[src/rtl/i2c_fifo_pkg.sv]
package i2c_fifo_pkg;
  localparam int CMP_W = 8;

  function automatic logic lvl_at_or_below(input logic [CMP_W-1:0] lvl,
                                           input logic [CMP_W-1:0] thr);
    return lvl <= thr;
  endfunction

  function automatic logic lvl_at_or_above(input logic [CMP_W-1:0] lvl,
                                           input logic [CMP_W-1:0] thr);
    return lvl >= thr;
  endfunction
endpackage

[src/rtl/i2c_flush_seq.sv]
module i2c_flush_seq #(
  parameter int FLUSH_CYC = 4,
  localparam int FW = $clog2(FLUSH_CYC + 1)
) (
  input  logic clk,
  input  logic rst_n,
  input  logic start,
  output logic busy,
  output logic clear_now
);
  logic [FW-1:0] cnt;

  assign busy      = (cnt != '0);
  assign clear_now = (cnt == FW'(1));

  always_ff @(posedge clk) begin
    if (!rst_n)            cnt <= '0;
    else if (busy)         cnt <= cnt - FW'(1);
    else if (start)        cnt <= FW'(FLUSH_CYC);
  end

  p_start_busy_r7: assert property (@(posedge clk) disable iff (!rst_n)
    (start && !busy) |=> busy);
  p_self_clear_r7: assert property (@(posedge clk) disable iff (!rst_n)
    clear_now |=> !busy);
endmodule

[src/rtl/i2c_byte_fifo.sv]
module i2c_byte_fifo #(
  parameter int DEPTH = 16,
  parameter int DW    = 8,
  localparam int AW   = $clog2(DEPTH),
  localparam int CW   = AW + 1
) (
  input  logic          clk,
  input  logic          rst_n,
  input  logic          push,
  input  logic [DW-1:0] wdata,
  input  logic          pop,
  input  logic          flushing,
  input  logic          clear_now,
  output logic [DW-1:0] rdata,
  output logic [CW-1:0] level,
  output logic          drop_push
);
  logic [DW-1:0] mem [DEPTH];
  logic [AW-1:0] wr_ptr, rd_ptr;
  logic [CW-1:0] cnt;
  logic          is_full, is_empty, acc_push, acc_pop;

  assign is_full   = (cnt == CW'(DEPTH));
  assign is_empty  = (cnt == '0);
  assign acc_push  = push && !flushing && !is_full;
  assign acc_pop   = pop  && !flushing && !is_empty;
  assign drop_push = push && !flushing && is_full;
  assign level     = cnt;
  assign rdata     = is_empty ? '0 : mem[rd_ptr];

  always_ff @(posedge clk) begin
    if (acc_push) mem[wr_ptr] <= wdata;
  end

  always_ff @(posedge clk) begin
    if (!rst_n || clear_now) begin
      wr_ptr <= '0;
      rd_ptr <= '0;
      cnt    <= '0;
    end else begin
      if (acc_push) wr_ptr <= wr_ptr + AW'(1);
      if (acc_pop)  rd_ptr <= rd_ptr + AW'(1);
      cnt <= cnt + CW'(acc_push) - CW'(acc_pop);
    end
  end

  p_level_cap_r3: assert property (@(posedge clk) disable iff (!rst_n)
    level <= CW'(DEPTH));
  p_flush_freeze_r8: assert property (@(posedge clk) disable iff (!rst_n)
    (flushing && !clear_now) |=> $stable(level));
  p_flush_empty_r8: assert property (@(posedge clk) disable iff (!rst_n)
    clear_now |=> (level == '0));
  p_drop_keeps_r3: assert property (@(posedge clk) disable iff (!rst_n)
    (drop_push && !pop) |=> $stable(level));
  p_empty_pop_r4: assert property (@(posedge clk) disable iff (!rst_n)
    (is_empty && pop && !push) |=> (level == '0));
endmodule

[src/rtl/i2c_fifo_pair.sv]
module i2c_fifo_pair
  import i2c_fifo_pkg::*;
#(
  parameter int DEPTH        = 16,
  parameter int THR_W        = 4,
  parameter int CTRL_W       = 16,
  parameter int FLUSH_CYC    = 4,
  parameter int TX_FLUSH_BIT = 7,
  parameter int RX_FLUSH_BIT = 8,
  parameter int TX_THR_RST   = 0,
  parameter int RX_THR_RST   = 1,
  localparam int CW          = $clog2(DEPTH) + 1
) (
  input  logic              clk,
  input  logic              rst_n,
  input  logic              ctrl_wr,
  input  logic [CTRL_W-1:0] ctrl_wdata,
  input  logic              tx_thr_wr,
  input  logic              rx_thr_wr,
  input  logic [THR_W-1:0]  thr_wdata,
  input  logic              tx_push,
  input  logic [7:0]        tx_wdata,
  input  logic              tx_pop,
  output logic [7:0]        tx_head,
  input  logic              rx_push,
  input  logic [7:0]        rx_wdata,
  input  logic              rx_pop,
  output logic [7:0]        rx_rdata,
  output logic [CW-1:0]     tx_level,
  output logic [CW-1:0]     rx_level,
  output logic              tx_empty,
  output logic              tx_near_empty,
  output logic              tx_full,
  output logic              tx_overrun,
  output logic              rx_empty,
  output logic              rx_near_full,
  output logic              rx_full,
  output logic              tx_flush_bit,
  output logic              rx_flush_bit
);
  localparam int LANES = 2;

  logic [THR_W-1:0] tx_thr, rx_thr;
  logic [LANES-1:0] flush_start, flush_busy, flush_clear;
  logic             tx_drop, rx_drop, ovr_q;

  assign flush_start = {ctrl_wdata[RX_FLUSH_BIT], ctrl_wdata[TX_FLUSH_BIT]} & {LANES{ctrl_wr}};

  for (genvar g = 0; g < LANES; g++) begin : g_flush
    i2c_flush_seq #(.FLUSH_CYC(FLUSH_CYC)) u_seq (
      .clk      (clk),
      .rst_n    (rst_n),
      .start    (flush_start[g]),
      .busy     (flush_busy[g]),
      .clear_now(flush_clear[g])
    );
  end

  assign tx_flush_bit = flush_busy[0];
  assign rx_flush_bit = flush_busy[1];

  always_ff @(posedge clk) begin
    if (!rst_n) begin
      tx_thr <= THR_W'(TX_THR_RST);
      rx_thr <= THR_W'(RX_THR_RST);
      ovr_q  <= 1'b0;
    end else begin
      if (tx_thr_wr) tx_thr <= thr_wdata;
      if (rx_thr_wr) rx_thr <= thr_wdata;
      ovr_q <= tx_drop;
    end
  end

  i2c_byte_fifo #(.DEPTH(DEPTH), .DW(8)) u_tx (
    .clk(clk), .rst_n(rst_n), .push(tx_push), .wdata(tx_wdata), .pop(tx_pop),
    .flushing(flush_busy[0]), .clear_now(flush_clear[0]),
    .rdata(tx_head), .level(tx_level), .drop_push(tx_drop)
  );

  i2c_byte_fifo #(.DEPTH(DEPTH), .DW(8)) u_rx (
    .clk(clk), .rst_n(rst_n), .push(rx_push), .wdata(rx_wdata), .pop(rx_pop),
    .flushing(flush_busy[1]), .clear_now(flush_clear[1]),
    .rdata(rx_rdata), .level(rx_level), .drop_push(rx_drop)
  );

  assign tx_overrun    = ovr_q;
  assign tx_empty      = (tx_level == '0);
  assign tx_full       = (tx_level == CW'(DEPTH));
  assign rx_empty      = (rx_level == '0);
  assign rx_full       = (rx_level == CW'(DEPTH));
  assign tx_near_empty = lvl_at_or_below(CMP_W'(tx_level), CMP_W'(tx_thr));
  assign rx_near_full  = lvl_at_or_above(CMP_W'(rx_level), CMP_W'(rx_thr));

  p_overrun_src_r3: assert property (@(posedge clk) disable iff (!rst_n)
    tx_overrun |-> $past(tx_push && tx_full));
  p_rx_empty_zero_r4: assert property (@(posedge clk) disable iff (!rst_n)
    rx_empty |-> (rx_rdata == 8'h00));
  p_rx_drop_r4: assert property (@(posedge clk) disable iff (!rst_n)
    (rx_drop && !rx_pop) |=> (rx_level == CW'(DEPTH)));
  p_isolate_r9: assert property (@(posedge clk) disable iff (!rst_n)
    (tx_flush_bit && !rx_flush_bit && rx_push && !rx_full && !rx_pop)
      |=> (rx_level == $past(rx_level) + CW'(1)));
endmodule

[config.mk]
export PLATFORM = sky130hd
export DESIGN_NAME = i2c_fifo_pair
export DESIGN_NICKNAME = d
export VERILOG_FILES = /design/src/rtl/i2c_fifo_pkg.sv /design/src/rtl/i2c_flush_seq.sv /design/src/rtl/i2c_byte_fifo.sv /design/src/rtl/i2c_fifo_pair.sv
export SDC_FILE = /design/constraint.sdc
export NUM_CORES = 1
export LEC_CHECK = 0
export ABC_AREA = 1
export CORE_MARGIN = 2
export CORE_UTILIZATION = 29
export CTS_BUF_LIST = sky130_fd_sc_hd__clkbuf_16
export DETAILED_ROUTE_END_ITERATION = 8
export SETUP_SLACK_MARGIN = 0.02
export SLEW_MARGIN = 10
export SYNTH_ARGS = -nofsm -noshare
export SYNTH_HDL_FRONTEND = slang
export SYNTH_SLANG_ARGS = --single-unit
[constraint.sdc]
create_clock -name clk -period 3.35 [get_ports clk]
set_input_delay 0.67 -clock clk [delete_from_list [all_inputs] [get_ports clk]]
set_output_delay 0.67 -clock clk [all_outputs]
set_load 0.01 [all_outputs]
; ---- After elaboration in Yosys (flattened, before gate mapping)
; Memories as Yosys holds them, arrays and structs flattened. A register that Yosys moved wholly into a read port is not among the register bits.
; Cells that the tools add are included.
[word_totals]
wordCells = 68
out_inout_bits = 35
memories = 2
inputBits = 45
rom_bits = 0
regBits = 41
mem_bits_rw = 256
latch_bits = 0
[mem_list]
columns = name, depth, width, rd, rd_clocked_by_memory_dff, write_ports, line_no
row1 = u_rx.mem, 16, 8, 1, 1, 1, i2c_byte_fifo.sv:18  ; logic [DW-1:0] mem [DEPTH];
row2 = u_tx.mem, 16, 8, 1, 1, 1, i2c_byte_fifo.sv:18
[classes]
addsub = 10
reduce_logical = 24
eq_ne = 4
div = 0
bitwise = 1
multipliers = 0
n_lt_le_gt_ge = 2
shift = 0
muxes = 14
[ops]
columns = op, n
row1 = 4-bit by 1-bit adder with 4-bit output (second input constant), 4
row2 = 4-bit two-way mux, 4
row3 = 8-bit two-way mux, 2
row4 = 3-bit two-way mux, 4
row5 = 5-bit by 1-bit adder with 5-bit output, 2
row6 = 5-bit equality test (second input constant), 2
row7 = 5-bit zero test, 2
row8 = 5-bit by 1-bit subtractor with 5-bit output, 2
row9 = 1-bit logical AND, 9
row10 = 1-bit zero test, 7
row11 = 3-bit by 1-bit equality test with 1-bit output (second input constant), 2
row12 = 3-bit nonzero test, 2
row13 = 3-bit by 1-bit subtractor with 3-bit output (second input constant), 2
row14 = 5-bit by 4-bit >= comparator with 1-bit output, 1
row15 = 5-bit by 4-bit less-or-equal comparator with 1-bit output, 1
row16 = 1-bit two-way mux, 4
row17 = 2-bit nonzero test, 2
row18 = 2-bit bitwise AND, 1
row19 = 1-bit logical OR, 2

; ---- Logic depth before layout (Yosys ltp)
[logic_depth]
ltp_word = 6
ltp_mapped = 15
depth_no_buf = 15

; ---- Hierarchy
; Synthesis repeated with hierarchy kept, for this count alone.
[hier_totals]
hier_cells = 1233
area_unflattened_um2 = 13045.0
[by_module_without_submodules]
columns = mod, cells_each, area_each_um2, n_inst, seq_area_each_um2
row1 = i2c_byte_fifo (u_rx), 552, 6098.3, 1, 4184.0
row2 = i2c_byte_fifo (u_tx), 552, 6090.8, 1, 4184.0
row3 = i2c_fifo_pair, 91, 578.1, 1, 180.2
row4 = i2c_flush_seq, 19, 138.9, 2, 60.1

; ---- Worst setup path before layout
; OpenSTA, ideal clock, no wires.
[synth_path]
path_type = reg2reg
from = register u_rx.cnt[3] (netlist: u_rx.level[3])
to = register u_rx.cnt[4] (netlist: u_rx.level[4])
t_arrival_ns = 2.338
path_slack_ns = 0.890
path_stages_with_launch = 14
setup_time_ns = 0.122
synth_period_minus_slack_ns = 2.460
cell_sequence = dfxtp_1 -> inv_1 -> ha_1 -> nand3_1 -> o21ai_2 -> inv_1 -> ha_1 -> inv_1 -> ha_1 -> fa_1 -> a21oi_1 -> o21bai_1 -> o21ai_0 -> a21oi_1
[synth_between]
word_cells_on_any_way = 8
classes_between = add/sub (2) / eq/ne (1) / reduce/logical (5)
[synth_lines]
columns = item, line_no
row1 = "start, declared", i2c_byte_fifo.sv:20  ; logic [CW-1:0] cnt;
row2 = "start signal, assigned", i2c_byte_fifo.sv:43  ; cnt <= cnt + CW'(acc_push) - CW'(acc_pop);
row3 = 5-bit zero test, i2c_byte_fifo.sv:24  ; assign is_empty = (cnt == '0);
row4 = 1-bit zero test, i2c_byte_fifo.sv:26  ; assign acc_pop = pop && !flushing && !is_empty;
row5 = 1-bit logical AND, i2c_byte_fifo.sv:26
row6 = net u_rx.acc_pop, i2c_byte_fifo.sv:21  ; logic is_full, is_empty, acc_push, acc_pop;
row7 = 5-bit by 1-bit subtractor with 5-bit output, i2c_byte_fifo.sv:43
; The timed path passes the listed nets, and every way through them passes these cells.
; A chain may end at the register's enable or synchronous reset.

==> impl_metrics.json <==
{
  "status": "completed",
  "grt_overflow": 0,
  "via_per_inst": 4.57,
  "area_growth_pct": 20.6,
  "p_seq_share_pct": 40.9,
  "avgRoutedWirePerCell_um": 15.7,
  "power_switching_uw": 3260,
  "reg2reg_depth": 15,
  "ys_warn_count": 0,
  "wl_met3_um": 1700,
  "htreeDepth": 2,
  "tightest_slew_ps": 739,
  "drt_iter0_markers": 658,
  "p_int_uw": 7600,
  "num_antenna_cells": 0,
  "yosys-top-cells-area": "edfxtp_1, nand2_1, nand3_1, dfxtp_1, ha_1",
  "cts_root_buf": "clkbuf_16",
  "highest_layer": "met4",
  "ff2ff_setup_slack_ps": 600,
  "die_w_um": 215,
  "grt_pass1_vias": 8519,
  "cts_buffer_depth": 3,
  "die_area_mm2": 0.0461,
  "drtAntennaViolNets": 0,
  "wl_met2_um": 14400,
  "clock_skew_ps": 19.2,
  "crit_path_start_kind": "flip-flop",
  "port_buffers": 65,
  "first_pass_iters": 5,
  "dp_hpwl_um": 18600,
  "final_nets": 1354,
  "die_height_um": 215,
  "clock_power_share_pct": 34.1,
  "max_freq_ghz": 0.307,
  "pwr-share-comb_pct": 25.0,
  "synthesis.area_mm2": 0.0129,
  "crit_fanout": 32,
  "worstPathArrival_ps": 2590,
  "cp-end-kind": "output port",
  "synth_seq_cells": 305,
  "relSlewSlack_pct": 50.5,
  "vias": 8658,
  "hold_path.class": "flip-flop to flip-flop",
  "synth-main-ff-cell": "edfxtp_1",
  "critPathKind": "flip-flop to output port",
  "most-common-layout-cells": "nand2_1, edfxtp_1, nand3_1, clkdlybuf4s50_1, inv_1",
  "clock-sinks": 305,
  "clock_latency_ps": 540,
  "cp-endpoint": "tx_head[3]",
  "io-pin-count": 80,
  "grt_use_total_pct": 12.8,
  "antenna_found_initial": 0,
  "p_sw_share_pct": 30.0,
  "clk_pin_slew_worst_paths_ps": 60,
  "totalWireLength_um": 29700,
  "final-hold-violation-count": 0,
  "ys_seq_area_share_pct": 67.4,
  "drc": 0,
  "yosysUniqueCellTypes": 32,
  "finalMaxSlewViolations": 0,
  "fin_crit_ps": 3260,
  "synth_top_area_share_pct": 59.8,
  "r2r_start": "u_tx.level[2]",
  "synth_edf_count": 256,
  "finalSetupViolCount": 0,
  "std_cell_rows": 77,
  "synthArstFlopShare_pct": 0,
  "finish.utilization_pct": 35.2,
  "grt_pass1_wl_um": 46700,
  "maxCapViolCount": 0,
  "power.density_mw_per_mm2": 700,
  "core-area_mm2": 0.0440,
  "timing.rr.end": "u_tx.level[4]",
  "required_ps": 2680,
  "layout_commonest_cell": "nand2_1",
  "p_leak_uw": 0.00569,
  "fillCellCount": 4326,
  "cts_tree": "done",
  "rsz0062_at_grt": "true",
  "final_layout_size_suffix_gt1_share_pct": 8.91,
  "synth.largest_area_cell": "edfxtp_1",
  "fin_tns_setup_ps": 0,
  "peakVddDrop_mv": 0.347,
  "wirelength_met1_um": 12700,
  "place_congestion": 0.787,
  "grt_start_max_net_pins": 65,
  "hold_slack_ps": 468,
  "syn_inst": 1186,
  "cts_buffers": 35,
  "syn_nets": 1263,
  "period_share_pct": 97.3,
  "synthesis.area_per_instance_um2": 10.8,
  "start_util_pct": 29.2
}
## power groups by stage
stage | sequential, µW | clock (µW) | combinational [µW]
floorplan | 4470 | 0 | 1670
global placement | 4510 | 0 | 2610
detailed placement | 4510 | 0 | 2650
CTS | 4440 | 3780 | 2690
global route | 4470 | 3920 | 3050
finish | 4450 | 3710 | 2710
## synth_stat cells, drive strengths merged, types with 2 or more instances
cell and n:
a21oi 54, o21ai 17, o21a 3, or2 3, nor2 58, buf 43, nand2 372, nor3 9
xnor2 5, nand3 203, edfxtp 256, ha 30, xor2 5, clkbuf 8, nand4 2, dfxtp 49
inv 61, a31oi 2, fa 2
## per-stage QoR
step           instance area (µm²)  instances  setup slack [ps]  power [µW]
6_report                     15500       1894              90.8       10900
5_1_grt                      15500       1894              1.71       11400
4_1_cts                      15500       1893              39.0       10900
3_5_place_dp                 14300       1827               319        7160
3_3_place_gp                 14300       1827               288        7110
2_1_floorplan                12900       1186               890        6140
## worst min path at each step
stage	slack, ps	end	depth (start not counted)	start
detailed placement	470	tx_thr[1]	2	tx_thr[1]
finish	470	tx_thr[1]	2	tx_thr[1]
global placement	460	tx_thr[1]	2	tx_thr[1]
floorplan	430	rx_thr[3]	2	rx_thr[3]
global route	490	tx_thr[1]	2	tx_thr[1]
CTS	480	tx_thr[1]	2	tx_thr[1]
## per-layer routing
metal | vias up | GRT usage [%]
met5 | - | 0
met2 | 224 | 21.4
met1 | 4118 | 16.5
li1 | 4260 | -
met4 | 0 | 4.75
met3 | 56 | 2.57
## kinds of logic after synthesis
family,share of synthesized area (%)
DFF,67.4
xor gates and xnor gates,0.681
adders and majority gates,3.23
and+or+nand+nor,21.3
AOI/OAI and AO/OA,3.43
buffers and inverters,3.98
## flip-flops by register name, summed over array words and instances, names as in the netlist, named ones only
register           count
g_flush.u_seq.cnt      6
rx_thr                 4
u_tx.rd_ptr            4
u_rx.level             5
u_rx.rd_ptr            4
u_rx.mem             128
tx_overrun             1
u_tx.level             5
tx_thr                 4
u_rx.wr_ptr            4
u_tx.wr_ptr            4
u_tx.mem             128
## critical path: stages (launching register included)
cell and delay, ps:
dfxtp_2 380, inv_6 170, buf_12 210, nand2_1 70, nand3_1 100, nand3_1 150, nand2_1 100, nand2_1 60
a21oi_1 230, clkdlybuf4s50_1 580
## area by class of cell
type	instances	area (µm²)	area share [%]
sequential	305	8670	55.9
multi-input combinational	769	3690	23.8
timing repair buffer	104	1040	6.70
clock buffer	36	901	5.81
tap	592	741	4.78
inverter	61	246	1.59
clock inverter	26	214	1.38
timing repair inverter	1	7.51	0.0484
## timing repair
action / in CTS / in global routing
buffers inserted: 3 / 0
setup endpoints to repair: 13 / 10
hold buffers: 0 / 0
resized for setup: 6 / 9
cloned: 1 / 1
No activity file was read; power rests on OpenSTA's default activity.
